$ cat src/rtl/uart_tx_pkg.sv
package uart_tx_pkg;

    localparam int DATA_W  = 8;
    localparam int FRAME_W = 12;
    localparam int CNT_W   = 4;

    typedef struct packed {
        logic       is8;
        logic       par_en;
        logic       par_odd;
        logic       two_stop;
    } fmt_t;

    typedef struct packed {
        logic [FRAME_W-1:0] bits;
        logic [CNT_W-1:0]   len;
    } frame_t;

    function automatic fmt_t decode_fmt(input logic [2:0] ws);
        fmt_t f;
        f.is8      = ws[2];
        f.par_en   = (ws != 3'b100) && (ws != 3'b101);
        f.par_odd  = ws[0];
        f.two_stop = (ws == 3'b000) || (ws == 3'b001) || (ws == 3'b100);
        return f;
    endfunction

    function automatic frame_t build_frame(input fmt_t f, input logic [DATA_W-1:0] d);
        frame_t     fr;
        logic [3:0] nd;
        logic       par;
        fr.bits    = '1;
        fr.bits[0] = 1'b0;
        nd         = f.is8 ? 4'd8 : 4'd7;
        par        = f.par_odd;
        for (int i = 0; i < DATA_W; i++) begin
            if (i < int'(nd)) begin
                fr.bits[i+1] = d[i];
                par          = par ^ d[i];
            end
        end
        if (f.par_en) fr.bits[nd + 4'd1] = par;
        fr.len = 4'd2 + nd + {3'b000, f.par_en} + {3'b000, f.two_stop};
        return fr;
    endfunction

endpackage

$ cat src/rtl/uart_tx_hold.sv
module uart_tx_hold
    import uart_tx_pkg::*;
(
    input  logic              clk,
    input  logic              clr,
    input  logic              wr_en,
    input  logic [DATA_W-1:0] wr_data,
    input  logic              take,
    output logic [DATA_W-1:0] hold_data,
    output logic              hold_full
);
    always_ff @(negedge clk) begin
        if (clr) begin
            hold_full <= 1'b0;
            hold_data <= '0;
        end else if (wr_en) begin
            hold_data <= wr_data;
            hold_full <= 1'b1;
        end else if (take) begin
            hold_full <= 1'b0;
        end
    end
endmodule

$ cat src/rtl/uart_tx_framer.sv
module uart_tx_framer
    import uart_tx_pkg::*;
(
    input  logic [2:0]        word_sel,
    input  logic [DATA_W-1:0] data,
    output frame_t            frame
);
    fmt_t fmt;
    always_comb begin
        fmt   = decode_fmt(word_sel);
        frame = build_frame(fmt, data);
    end
endmodule

$ cat src/rtl/uart_tx_shift.sv
module uart_tx_shift
    import uart_tx_pkg::*;
#(
    parameter int DIV_MID = 16,
    parameter int DIV_HI  = 64
) (
    input  logic       clk,
    input  logic       clr,
    input  logic       hold_full,
    input  frame_t     frame,
    input  logic [1:0] div_sel,
    output logic       take,
    output logic       line
);
    localparam int DIV_W = $clog2(DIV_HI);

    logic               busy;
    logic [FRAME_W-1:0] shreg;
    logic [CNT_W-1:0]   left;
    logic [DIV_W-1:0]   tick;
    logic [DIV_W-1:0]   last;
    logic               bit_end;
    logic               frame_end;

    function automatic logic [DIV_W-1:0] ratio_m1(input logic [1:0] sel);
        case (sel)
            2'b00:   return '0;
            2'b01:   return DIV_W'(DIV_MID - 1);
            default: return DIV_W'(DIV_HI - 1);
        endcase
    endfunction

    assign bit_end   = busy && (tick == last);
    assign frame_end = bit_end && (left == CNT_W'(1));
    assign take      = hold_full && (!busy || frame_end);
    assign line      = busy ? shreg[0] : 1'b1;

    always_ff @(negedge clk) begin
        if (clr) begin
            busy  <= 1'b0;
            shreg <= '1;
            left  <= '0;
            tick  <= '0;
            last  <= '0;
        end else if (take) begin
            busy  <= 1'b1;
            shreg <= frame.bits;
            left  <= frame.len;
            tick  <= '0;
            last  <= ratio_m1(div_sel);
        end else if (frame_end) begin
            busy  <= 1'b0;
            shreg <= '1;
            left  <= '0;
            tick  <= '0;
        end else if (bit_end) begin
            shreg <= {1'b1, shreg[FRAME_W-1:1]};
            left  <= left - CNT_W'(1);
            tick  <= '0;
        end else if (busy) begin
            tick  <= tick + DIV_W'(1);
        end
    end
endmodule

$ cat src/rtl/uart_tx_core.sv
module uart_tx_core
    import uart_tx_pkg::*;
#(
    parameter int DIV_MID = 16,
    parameter int DIV_HI  = 64
) (
    input  logic              clk,
    input  logic              rst,
    input  logic              wr_en,
    input  logic [DATA_W-1:0] wr_data,
    input  logic [1:0]        div_sel,
    input  logic [2:0]        word_sel,
    input  logic              brk,
    input  logic              mstr_rst,
    output logic              tx_out,
    output logic              tx_empty
);
    logic              clr;
    logic              take;
    logic              hold_full;
    logic [DATA_W-1:0] hold_data;
    logic              line;
    logic              brk_q;
    frame_t            frame;

    assign clr = rst | mstr_rst;

    uart_tx_hold i_hold (
        .clk       (clk),
        .clr       (clr),
        .wr_en     (wr_en),
        .wr_data   (wr_data),
        .take      (take),
        .hold_data (hold_data),
        .hold_full (hold_full)
    );

    uart_tx_framer i_framer (
        .word_sel (word_sel),
        .data     (hold_data),
        .frame    (frame)
    );

    uart_tx_shift #(.DIV_MID(DIV_MID), .DIV_HI(DIV_HI)) i_shift (
        .clk       (clk),
        .clr       (clr),
        .hold_full (hold_full),
        .frame     (frame),
        .div_sel   (div_sel),
        .take      (take),
        .line      (line)
    );

    always_ff @(negedge clk) begin
        if (clr) brk_q <= 1'b0;
        else     brk_q <= brk;
    end

    assign tx_out   = line & ~brk_q;
    assign tx_empty = ~hold_full;
endmodule

$ cat config.mk
export PLATFORM = sky130hd
export DESIGN_NAME = uart_tx_core
export DESIGN_NICKNAME = d
export VERILOG_FILES = /design/src/rtl/uart_tx_pkg.sv /design/src/rtl/uart_tx_hold.sv /design/src/rtl/uart_tx_framer.sv /design/src/rtl/uart_tx_shift.sv /design/src/rtl/uart_tx_core.sv
export SDC_FILE = /design/constraint.sdc
export NUM_CORES = 1
export LEC_CHECK = 0
export ABC_CLOCK_PERIOD_IN_PS = 2600
export BUFFER_PORTS_ARGS = -buffer_cell sky130_fd_sc_hd__buf_2
export CORE_ASPECT_RATIO = 0.6
export CORE_MARGIN = 2
export CORE_UTILIZATION = 57
export CTS_CLUSTER_DIAMETER = 150
export DETAILED_ROUTE_END_ITERATION = 10
export PLACE_DENSITY = 0.78
export SLEW_MARGIN = 20
export SYNTH_ARGS = -nofsm -noshare
export SYNTH_HDL_FRONTEND = slang
export SYNTH_SLANG_ARGS = --single-unit
$ cat constraint.sdc
create_clock -name clk -period 2.6 [get_ports clk]
set_clock_uncertainty 0.2 [all_clocks]
set_input_delay 0 -clock clk [delete_from_list [all_inputs] [get_ports clk]]
set_output_delay 0 -clock clk [all_outputs]
set_load 0.02 [all_outputs]
# ---- Yosys cells after proc, flatten, opt, wreduce, memory -nomap -nowiden
# Index checks and enable logic that the tools add are counted.
dict set report classes {
  mux 33
  add_sub_neg 6
  reduce_logical 15
  magnitude_cmp 10
  n_eq_ne 7
  bitwise 12
}
# operator n
set ops {}
lappend ops {{two-way mux 12 bit} 4}
lappend ops {{two-way mux 1 bit} 22}
lappend ops {{less-than comparator 3 x 4 -> 1 bit (first input constant)} 4}
lappend ops {{two-way mux 4 bit} 4}
lappend ops {{bitwise mux 12 bit} 1}
lappend ops {{one-hot mux 6 bit (2 select lines)} 1}
lappend ops {{adder 4 x 1 -> 4 bit} 2}
lappend ops {{less-than comparator 1 x 4 -> 1 bit (first input constant)} 2}
lappend ops {{less-than comparator 2 x 4 -> 1 bit (first input constant)} 2}
lappend ops {{bitwise XOR 1 bit} 8}
lappend ops {{adder 6 x 1 -> 6 bit (second input constant)} 1}
lappend ops {{== test 6 bit} 1}
lappend ops {{!= test 3 bit (second input constant)} 2}
lappend ops {{logical AND 1 bit} 5}
lappend ops {{less-than comparator 4 x 5 -> 1 bit (second input constant)} 1}
lappend ops {{adder 2 x 4 -> 4 bit (first input constant)} 1}
lappend ops {{adder 4 x 1 -> 4 bit (second input constant)} 1}
lappend ops {{demux 1 bit (select 4 bit)} 1}
lappend ops {{== test 4 x 1 -> 1 bit (second input constant)} 1}
lappend ops {{greater-or-equal comparator 4 x 1 -> 1 bit (second input constant)} 1}
lappend ops {{nonzero test 2 bit} 2}
lappend ops {{OR reduction 4 bit} 1}
lappend ops {{subtractor 4 x 1 -> 4 bit (second input constant)} 1}
lappend ops {{== test 3 x 1 -> 1 bit (second input constant)} 1}
lappend ops {{other kinds (10)} 13}
dict set report word_totals {
  wordCells 91
  regBits 39
  out_inout_bits 2
}

# ---- Longest topological paths before layout
# Gate-level depths: netlist of the first run.
dict set report logic_depth {
  ltp_word 20
  mapped_depth 8
  ltp_nobuf 7
}

# ---- By module
# From an unflattened synthesis of the first run, not the netlist that was laid out.
dict set report hier_totals {
  cells_unflattened 209
  hier_area_um2 1929.4
}
# module n_inst area_per_inst_um2 cells_each seq_area_each_um2
set by_module_without_submodules {}
lappend by_module_without_submodules {uart_tx_shift 1 1292.5 137 500.5}
lappend by_module_without_submodules {uart_tx_hold 1 325.3 31 180.2}
lappend by_module_without_submodules {uart_tx_framer 1 264.0 35 0.0}
lappend by_module_without_submodules {uart_tx_core 1 47.5 6 20.0}

==> results.py, run 1 <==
metrics = {
    "clock_network": {
        "post-cts-setup-buffers": 0,
        "path_clk_slew_ps": 40,
        "numCtsBuffers": 5,
        "clk_latency_ps": 380,
        "tritoncts": "built",
        "cts_hold_buf": 0,
        "cts_htree_levels": 2,
        "cts_buffer_depth": 2,
        "cts-root-buf": "clkbuf_8",
        "clock_sinks": 33,
        "post_cts_resized": 0,
    },
    "synthesis": {
        "synth_edf_count": 0,
        "synthXorXnorAreaFrac": 0.0691,
        "synth_compound_area_frac": 0.209,
        "ys_warn_count": 0,
        "synthFlopType": "dfxtp_1",
        "synth_seq_area_share": 0.401,
        "yosys.area_share.simple": 0.204,
        "syn_nets": 212,
        "ys_ff_latch": 33,
        "muxShareOfSynthArea": 0.0547,
        "syn_inst": 190,
        "syn-cell-area_um2": 1650,
        "yosysUniqueCellTypes": 37,
        "synthArstFlopShare": 0,
        "synth_area_per_cell_um2": 8.67,
        "synthAdderAreaFrac": 0.0304,
        "synth_top_family_by_area": "compound AO/OA/AOI/OAI gates",
    },
    "finish": {
        "synthToLayoutAreaGrowth_pct": 21.2,
        "drive_gt1_frac": 0.150,
        "finish.utilization": 0.709,
        "num-nets-final": 268,
        "final_cell_mix": "inv_1 (42), dfxtp_1 (33), nor2_1 (29)",
        "fillCellCount": 223,
        "final_common_cell": "inv_1",
        "n_antenna_cell": 0,
    },
    "sta": {
        "hold_viol": 0,
        "setup_tns_ps": 0,
        "rsz0062_at_grt": "no",
        "setup_violations": 0,
        "setup_slack_ps": 54.3,
        "maxSlewHeadroom": 0.541,
        "worstMarginPinSlew_ps": 680,
        "hold_slack_ps": 269,
        "slew_viol_final": 0,
    },
    "routing": {
        "firstDrtPassIters": 4,
        "drc": 0,
        "drt-initial-drc-count": 119,
        "num_vias": 1626,
        "post_drt_wl_per_cell_um": 14.2,
        "vias_per_cell": 5.79,
        "totalWireLength_mm": 3.98,
        "ant_nets": 0,
    },
    "min_path": {
        "min_to": "i_shift.shreg[5]",
        "holdPathStages": 2,
        "hold_path_class": "flip-flop to flip-flop",
        "hp-start": "i_shift.shreg[5]",
    },
    "setup_path": {
        "worstPathArrival_ps": 2350,
        "rr_worst_depth": 6,
        "slowest_delay_ps": 320,
        "worstPathRequired_ps": 2400,
        "r2r-end": "i_shift.left[2]",
        "end_kind": "primary output",
        "path_class": "flip-flop to primary output",
        "r2r_slack_ps": 260,
        "r2r_start": "i_shift.left[0]",
        "cp-start-kind": "flip-flop",
        "crit_fanout": 2,
        "crit_path_cell_trace": "inv_1 > a21oi_1 > buf_2",
        "worst_path_max_delay_cell": "dfxtp_1",
    },
    "power_and_ir_drop": {
        "leakagePower_nw": 0.926,
        "power_mw": 1.24,
        "power_density_nw_per_um2": 620,
        "ir_drop_v": 0.000394,
    },
    "place": {
        "portBuffers": 19,
        "gp_congestion": 0.806,
        "dp_slack_ps": 87.8,
        "hpwlAfterDp_mm": 2.63,
    },
    "floorplan": {
        "die_x_um": 73.4,
        "initial_core_util": 0.585,
        "ios": 20,
        "core_region_area_um2": 2820,
        "dieArea_um2": 3350,
        "die_h_um": 45.6,
        "rows": 15,
    },
    "grt": {
        "grt_overflow": 0,
        "antenna_found_initial": 0,
        "track_usage": 0.273,
        "grt_pass1_wl_mm": 6.82,
        "grt_start_max_net_pins": 18,
        "grt_pass1_vias": 1620,
    },
    "run": {
        "cap_violations": 0,
    },
    "run_status": {
        "status": "finished clean",
    },
}
[critical path, delay by kind of cell (launching register included)]
family | cells | cell delay (ps)
DFF | 1 | 320
buffers and inverters | 2 | 240
AOI/OAI and AO/OA | 1 | 140
[worst max path at each step]
| stage | endpoint | cells past startpoint | slack, ps | from |
|---|---|---|---|---|
| floorplan | tx_out | 3 | 40 | i_shift.busy |
| global placement | i_shift.shreg[8] | 6 | 150 | word_sel[0] |
| detailed placement | i_shift.shreg[8] | 6 | 90 | word_sel[0] |
| CTS | tx_out | 3 | 60 | i_shift.shreg[0] |
| global route | tx_out | 3 | 7 | i_shift.shreg[0] |
| finish | tx_out | 3 | 50 | i_shift.shreg[0] |
[flip-flops by register name (all words and copies together), names as in the netlist]
register          count
i_hold.hold_data      8
i_shift.shreg        10
i_shift.tick          6
brk_q                 1
i_shift.last          2
i_shift.busy          1
i_hold.hold_full      1
i_shift.left          4
[where the power goes]
part           internal, mW  leakage, nW  switching (mW)
sequential            0.523        0.268          0.0115
combinational        0.0516        0.430          0.0637
clock                 0.246        0.228           0.341
[Yosys cell counts (3+ instances only)]
cell       n  area [um^2]
nor2b_1    9         56.3
a21oi_1   20          100
o21ai_0    4         20.0
xor2_1     4         35.0
nand2_1   11         41.3
o41ai_1    8         70.1
or3_1      4         25.0
xnor2_1    9         78.8
clkbuf_1   6         22.5
a31oi_1    4         25.0
mux2i_1    9         90.1
nor2_1    29          109
dfxtp_1   33          661
nand3_1    4         20.0
nor3_1     3         15.0
inv_1      7         26.3
ha_1       4         50.1
[logic make-up after synthesis]
kind of cell / Yosys count
and+or+nand+nor: 69
AOI/OAI and AO/OA: 48
DFF: 33
buffers and inverters: 14
xor gates and xnor gates: 13
muxes: 9
adders and majority gates: 4
[cell type report]
class,count,area [um^2],area share
timing repair buffer,24,133,0.0665
multi-input combinational,143,933,0.468
clock buffer,5,68.8,0.0345
tap,34,42.5,0.0213
sequential,33,661,0.331
inverter,6,22.5,0.0113
clock inverter,36,135,0.0677
[metal layers]
metal	up-vias	share of wire	routed length [um]	global-route usage
li1	790	-	-	-
met1	765	0.44	1760	0.325
met2	62	0.47	1890	0.422
met3	9	0.067	265	0.124
met4	0	0.015	60	0.145
met5	-	0	0	0
[per-stage QoR]
step / instances / instance area (um^2)
2_1_floorplan: 190 / 1650
3_3_place_gp: 241 / 1800
3_5_place_dp: 241 / 1800
4_1_cts: 281 / 2000
5_1_grt: 281 / 2000
6_report: 281 / 2000
(Power assumes the default switching activity.)
==> run 2: changes to the inputs <==
Settings changed: CORE_ASPECT_RATIO 0.6 to 1.25, RECOVER_POWER from default to 100.
==> run 2 against run 1 <==
Clock-buffer cell count unchanged. Sequential power hardly changed. Via count fell by 1.6%. Clock power grew 18%. Power rose by 7.8%. Flip-flop and latch count unchanged. Core utilization grew 2.8 points. Critical path depth did not move. Critical endpoint unchanged. Largest power group unchanged.
==> results.py, run 2 (same netlist as run 1, synthesis figures left out) <==
metrics = {
    "sta": {
        "setup_violations": 0,
        "rsz0062_at_grt": "no",
        "worstMarginPinSlew_ps": 895,
        "maxSlewHeadroom": 0.403,
        "hold_viol": 0,
        "slew_viol_final": 0,
        "setup_tns_ps": 0,
    },
    "finish": {
        "n_antenna_cell": 0,
        "num-nets-final": 268,
        "drive_gt1_frac": 0.130,
        "finish.utilization": 0.736,
        "final_cell_mix": "inv_1 (40), dfxtp_1 (33), nor2_1 (29)",
        "top_regs": "i_shift.shreg x10, i_hold.hold_data x8, i_shift.tick x6",
        "synthToLayoutAreaGrowth_pct": 21.0,
        "final_cells": 281,
        "largest_reg_flops": 10,
        "final_common_cell": "inv_1",
        "regMostFlops": "i_shift.shreg",
    },
    "routing": {
        "post_drt_wl_per_cell_um": 14.0,
        "drc": 0,
        "drt-initial-drc-count": 76,
        "firstDrtPassIters": 4,
        "num_vias": 1600,
        "ant_nets": 0,
        "vias_per_cell": 5.69,
        "totalWireLength_mm": 3.92,
    },
    "setup_path": {
        "worst_path_max_delay_cell": "dfxtp_1",
        "end_kind": "primary output",
        "crit_path_cell_trace": "inv_1 > a21oi_1 > buf_4",
        "crit_fanout": 2,
        "worstPathArrival_ps": 2350,
        "cp-start-kind": "flip-flop",
        "slowest_delay_ps": 330,
        "critPathBufInv": 2,
        "path_delay_family": "flip-flops",
        "path_class": "flip-flop to primary output",
        "worstPathRequired_ps": 2400,
    },
    "power_and_ir_drop": {
        "leakagePower_nw": 0.920,
        "ir_drop_v": 0.000445,
        "power_density_nw_per_um2": 669,
        "power_mw": 1.33,
    },
    "place": {
        "gp_congestion": 0.793,
        "placed_cells": 241,
        "hpwlAfterDp_mm": 2.65,
        "portBuffers": 19,
    },
    "clock_network": {
        "cts_buffer_depth": 2,
        "cts_htree_levels": 2,
        "tritoncts": "built",
        "path_clk_slew_ps": 40,
        "cts-root-buf": "clkbuf_4",
        "clk_latency_ps": 420,
        "numCtsBuffers": 5,
        "clock_sinks": 33,
        "cts_hold_buf": 0,
    },
    "grt": {
        "grt_pass1_wl_mm": 6.51,
        "grt_pass1_vias": 1664,
        "antenna_found_initial": 0,
        "track_usage": 0.257,
        "grt_start_max_net_pins": 18,
        "grt_overflow": 0,
    },
    "floorplan": {
        "dieArea_um2": 3340,
        "die_h_um": 64.1,
        "ios": 20,
        "rows": 21,
        "initial_core_util": 0.608,
        "core_region_area_um2": 2710,
        "die_x_um": 52.1,
    },
    "run": {
        "cap_violations": 0,
    },
    "min_path": {
        "hold_path_class": "flip-flop to flip-flop",
    },
    "run_status": {
        "status": "finished clean",
    },
}
==> run 2: area by class of cell <==
cell class / count / area (um^2)
Clock buffer: 5 / 37.5
Timing Repair Buffer: 24 / 123
Sequential cell: 33 / 661
Clock inverter: 36 / 188
Fill cell: 203 / 713
Multi-Input combinational cell: 143 / 920
Inverter: 6 / 22.5
Tap cell: 34 / 42.5
==> run 2: metal layers <==
layer / share of wire / up-vias / routed length [um] / global-route usage
li1: - / 789 / - / -
met1: 0.41 / 743 / 1600 / 0.261
met2: 0.51 / 56 / 2000 / 0.426
met3: 0.062 / 12 / 242 / 0.0935
met4: 0.019 / 0 / 76 / 0.171
met5: 0 / - / 0 / 0
==> run 2: power by group <==
part           leakage [nW]  internal [mW]  switching, mW
logic                 0.420         0.0492         0.0624
registers             0.268          0.521         0.0114
clock network         0.232          0.362          0.328
total                 0.920          0.932          0.402
==> run 2: path summary, 6_finish.rpt <==
kind                          from                to  cells past startpoint  slack (ps)
setup / recovery  i_shift.shreg[0]            tx_out                      3          50
setup reg to reg   i_shift.tick[0]   i_shift.left[2]                      5         230
hold / removal    i_shift.shreg[4]  i_shift.shreg[4]                      2         270
hold reg to reg   i_shift.shreg[4]  i_shift.shreg[4]                      2         270
==> run 2: repair_timing <==
action | 4_1_cts | 5_1_grt
hold endpoints to repair | 0 | 0
endpoints found under the setup margin | 0 | 1
gates resized for setup | 0 | 1
buffers inserted | 0 | 0
==> run 2: per-stage QoR <==
stage,setup WS [ps],hold WS [ps],instance area (um^2)
2_1_floorplan,41.7,229,1650
3_3_place_gp,140,246,1800
3_5_place_dp,71.3,258,1800
4_1_cts,31.0,270,2020
5_1_grt,11.2,292,1990
6_report,51.1,267,1990
==> run 2: tightest hold or removal path: cells and delay by family (launching register included) <==
kind            cells  cell delay (ps)
flops               1              320
compound gates      2              110
==> run 3: changes to the inputs <==
Settings changed: CORE_MARGIN 2 to default, CORE_UTILIZATION 57 to 58, PLACE_DENSITY 0.78 to 0.79, SYNTH_HIERARCHICAL from default to 1.
==> run 3 against run 2 <==
Via count decreased by 0.38%. Routed wire length is 3.3% lower. Hold slack got worse by 13 ps. Clock power is 2% higher. Sequential share of layout area fell by 1.9 points. Area after synthesis increased by 17%. Sequential power is 7.1% higher. Non-clock buffer count is 6 higher. Design area is 13% higher. Global-route usage rose by 0.23 points. Critical path depth is the same.
==> results.py, run 3 <==
metrics = {
    "finish": {
        "final_cell_mix": "inv_1 (44), dfxtp_1 (34), nand2_1 (18)",
        "n_antenna_cell": 0,
        "finish.utilization": 0.704,
        "drive_gt1_frac": 0.233,
        "regArea_um2": 702,
        "final_common_cell": "inv_1",
        "top_regs": "i_shift/shreg x12, i_hold/hold_data x8, i_shift/tick x6",
        "regMostFlops": "i_shift/shreg",
        "synthToLayoutAreaGrowth_pct": 16.6,
        "largest_reg_flops": 12,
        "fillCellCount": 235,
        "multi_input_area_um2": 1040,
        "num-nets-final": 280,
    },
    "setup_path": {
        "crit_path_cell_trace": "nand2b_1 > nor2b_1 > buf_2",
        "path_class": "flip-flop to primary output",
        "worst_path_max_delay_cell": "dfxtp_1",
        "critPathBufInv": 1,
        "path_delay_family": "flip-flops",
        "crit_fanout": 2,
        "end_kind": "primary output",
        "slowest_delay_ps": 300,
        "worstPathArrival_ps": 2330,
        "worstPathRequired_ps": 2400,
        "cp-start-kind": "flip-flop",
    },
    "place": {
        "gp_congestion": 0.755,
        "dp_slack_ps": -275,
        "hpwlAfterDp_mm": 2.51,
        "portBuffers": 19,
    },
    "synthesis": {
        "synth_compound_area_frac": 0.200,
        "synthTopCellsByArea": "dfxtp_1 (36%), mux2i_1 (5.2%), o221ai_2 (4.7%)",
        "muxShareOfSynthArea": 0.0577,
        "synth_seq_area_share": 0.363,
        "ys_top_cells_by_count": "dfxtp_1 (35), nand2_1 (18), a21oi_1 (16)",
        "syn-cell-area_um2": 1930,
        "synth_top_family_by_area": "compound AO/OA/AOI/OAI gates",
        "yosys.area_share.simple": 0.161,
        "ys_ff_latch": 35,
        "synthMostInstantiatedCell": "dfxtp_1",
        "synth_top_area_frac": 0.363,
        "synthXorXnorAreaFrac": 0.0636,
        "synth_area_per_cell_um2": 9.23,
        "synthFlopType": "dfxtp_1",
        "synthAdderAreaFrac": 0.0363,
        "synth_area_leader_cell": "dfxtp_1",
        "synth_edf_count": 0,
        "synthArstFlopShare": 0,
        "yosysUniqueCellTypes": 46,
        "ys_warn_count": 6,
        "syn_inst": 209,
    },
    "routing": {
        "totalWireLength_mm": 3.79,
        "firstDrtPassIters": 4,
        "post_drt_wl_per_cell_um": 12.9,
        "vias_per_cell": 5.40,
        "num_vias": 1594,
        "drt-initial-drc-count": 45,
        "drc": 0,
        "ant_nets": 0,
    },
    "clock_network": {
        "tritoncts": "built",
        "cts-root-buf": "clkbuf_8",
        "cts_buffer_depth": 2,
        "cts_htree_levels": 2,
        "path_clk_slew_ps": 30,
        "clk_latency_ps": 370,
        "post-cts-setup-buffers": 0,
        "numCtsBuffers": 5,
        "clock_sinks": 35,
    },
    "power_and_ir_drop": {
        "p_sw_frac": 0.314,
        "leakagePower_nw": 0.994,
        "combPwrFrac": 0.117,
        "power_density_nw_per_um2": 641,
        "power_mw": 1.44,
        "p_clk_frac": 0.487,
        "p_switching_uw": 453,
        "pwr-share-seq": 0.396,
        "p_int_uw": 989,
        "ir_drop_v": 0.000462,
    },
    "sta": {
        "setup_violations": 0,
        "setup_tns_ps": 0,
        "hold_slack_ps": 254,
        "hold_viol": 0,
        "setup_slack_ps": 71.3,
        "maxSlewHeadroom": 0.509,
        "worstMarginPinSlew_ps": 737,
        "slew_viol_final": 0,
        "rsz0062_at_grt": "no",
    },
    "grt": {
        "track_usage": 0.259,
        "antenna_found_initial": 0,
        "grt_start_max_net_pins": 35,
        "grt_pass1_vias": 1674,
        "grt_overflow": 0,
        "grt_pass1_wl_mm": 6.82,
    },
    "floorplan": {
        "die_h_um": 66.5,
        "core_region_area_um2": 3190,
        "rows": 23,
        "initial_core_util": 0.604,
        "ios": 20,
        "dieArea_um2": 3560,
        "die_x_um": 53.6,
    },
    "run": {
        "cap_violations": 0,
    },
    "min_path": {
        "hold_path_class": "flip-flop to flip-flop",
    },
    "run_status": {
        "status": "finished clean",
    },
}
==> run 3: worst reg2reg max path: stages, from the launching register on <==
cell	delay [ps]
dfxtp_1	350
or4_1	530
o22ai_2	310
a31o_2	550
clkbuf_4	250
nor3_1	40
==> run 3: path summary, 6_finish.rpt <==
check                        start               end  slack, ps  cells past startpoint
hold reg to reg   i_shift/shreg[0]  i_shift/shreg[0]        250                      2
setup reg to reg   i_shift/tick[0]   i_shift/tick[4]        210                      5
hold / removal    i_shift/shreg[0]  i_shift/shreg[0]        250                      2
setup / recovery  i_shift/shreg[0]            tx_out         70                      3
==> run 3: layout make-up <==
| cell class | count | area share |
|---|---|---|
| Clock inverter | 38 | 0.0773 |
| Tap cell | 37 | 0.0206 |
| Multi-Input combinational cell | 140 | 0.464 |
| Inverter | 10 | 0.0189 |
| Timing Repair Buffer | 30 | 0.0762 |
| Clock buffer | 5 | 0.0306 |
| Sequential cell | 35 | 0.312 |
==> run 3: what timing repair did <==
| item | in CTS | in global routing |
|---|---|---|
| hold buffers | 0 | 0 |
| resized for setup | 0 | 1 |
| endpoints found under the setup margin | 0 | 1 |
==> run 3: logic make-up after synthesis <==
kind of cell | after synthesis
and+or+nand+nor | 64
AOI/OAI and AO/OA | 42
buffers and inverters | 36
DFF | 35
xor gates and xnor gates | 14
muxes | 11
adders and majority gates | 5
other | 2
==> run 3: routing by layer <==
layer  wire length (um)  GRT usage  vias to the layer above  part of all wire
met5                  0          0                        -                 0
met2               1990      0.428                       43              0.53
li1                   -          -                      806                 -
met4                 73      0.145                        0             0.019
met1               1560      0.280                      738              0.41
met3                166     0.0890                        7             0.044
==> run 3: stage by stage <==
| step | std cells | cell area, um^2 |
|---|---|---|
| global route | 295 | 2250 |
| floorplan | 211 | 1980 |
| global placement | 255 | 2050 |
| detailed placement | 255 | 2050 |
| CTS | 295 | 2280 |
| finish | 295 | 2250 |
==> run 3: power by group through the flow <==
| stage | registers (mW) | logic, mW | clock network [mW] |
|---|---|---|---|
| final | 0.571 | 0.169 | 0.702 |
| after global routing | 0.572 | 0.188 | 0.774 |
| after CTS | 0.570 | 0.175 | 0.721 |
| after detailed placement | 0.577 | 0.174 | 0.0897 |
| after global placement | 0.577 | 0.170 | 0.0897 |
| after floorplan | 0.574 | 0.143 | 0.0897 |
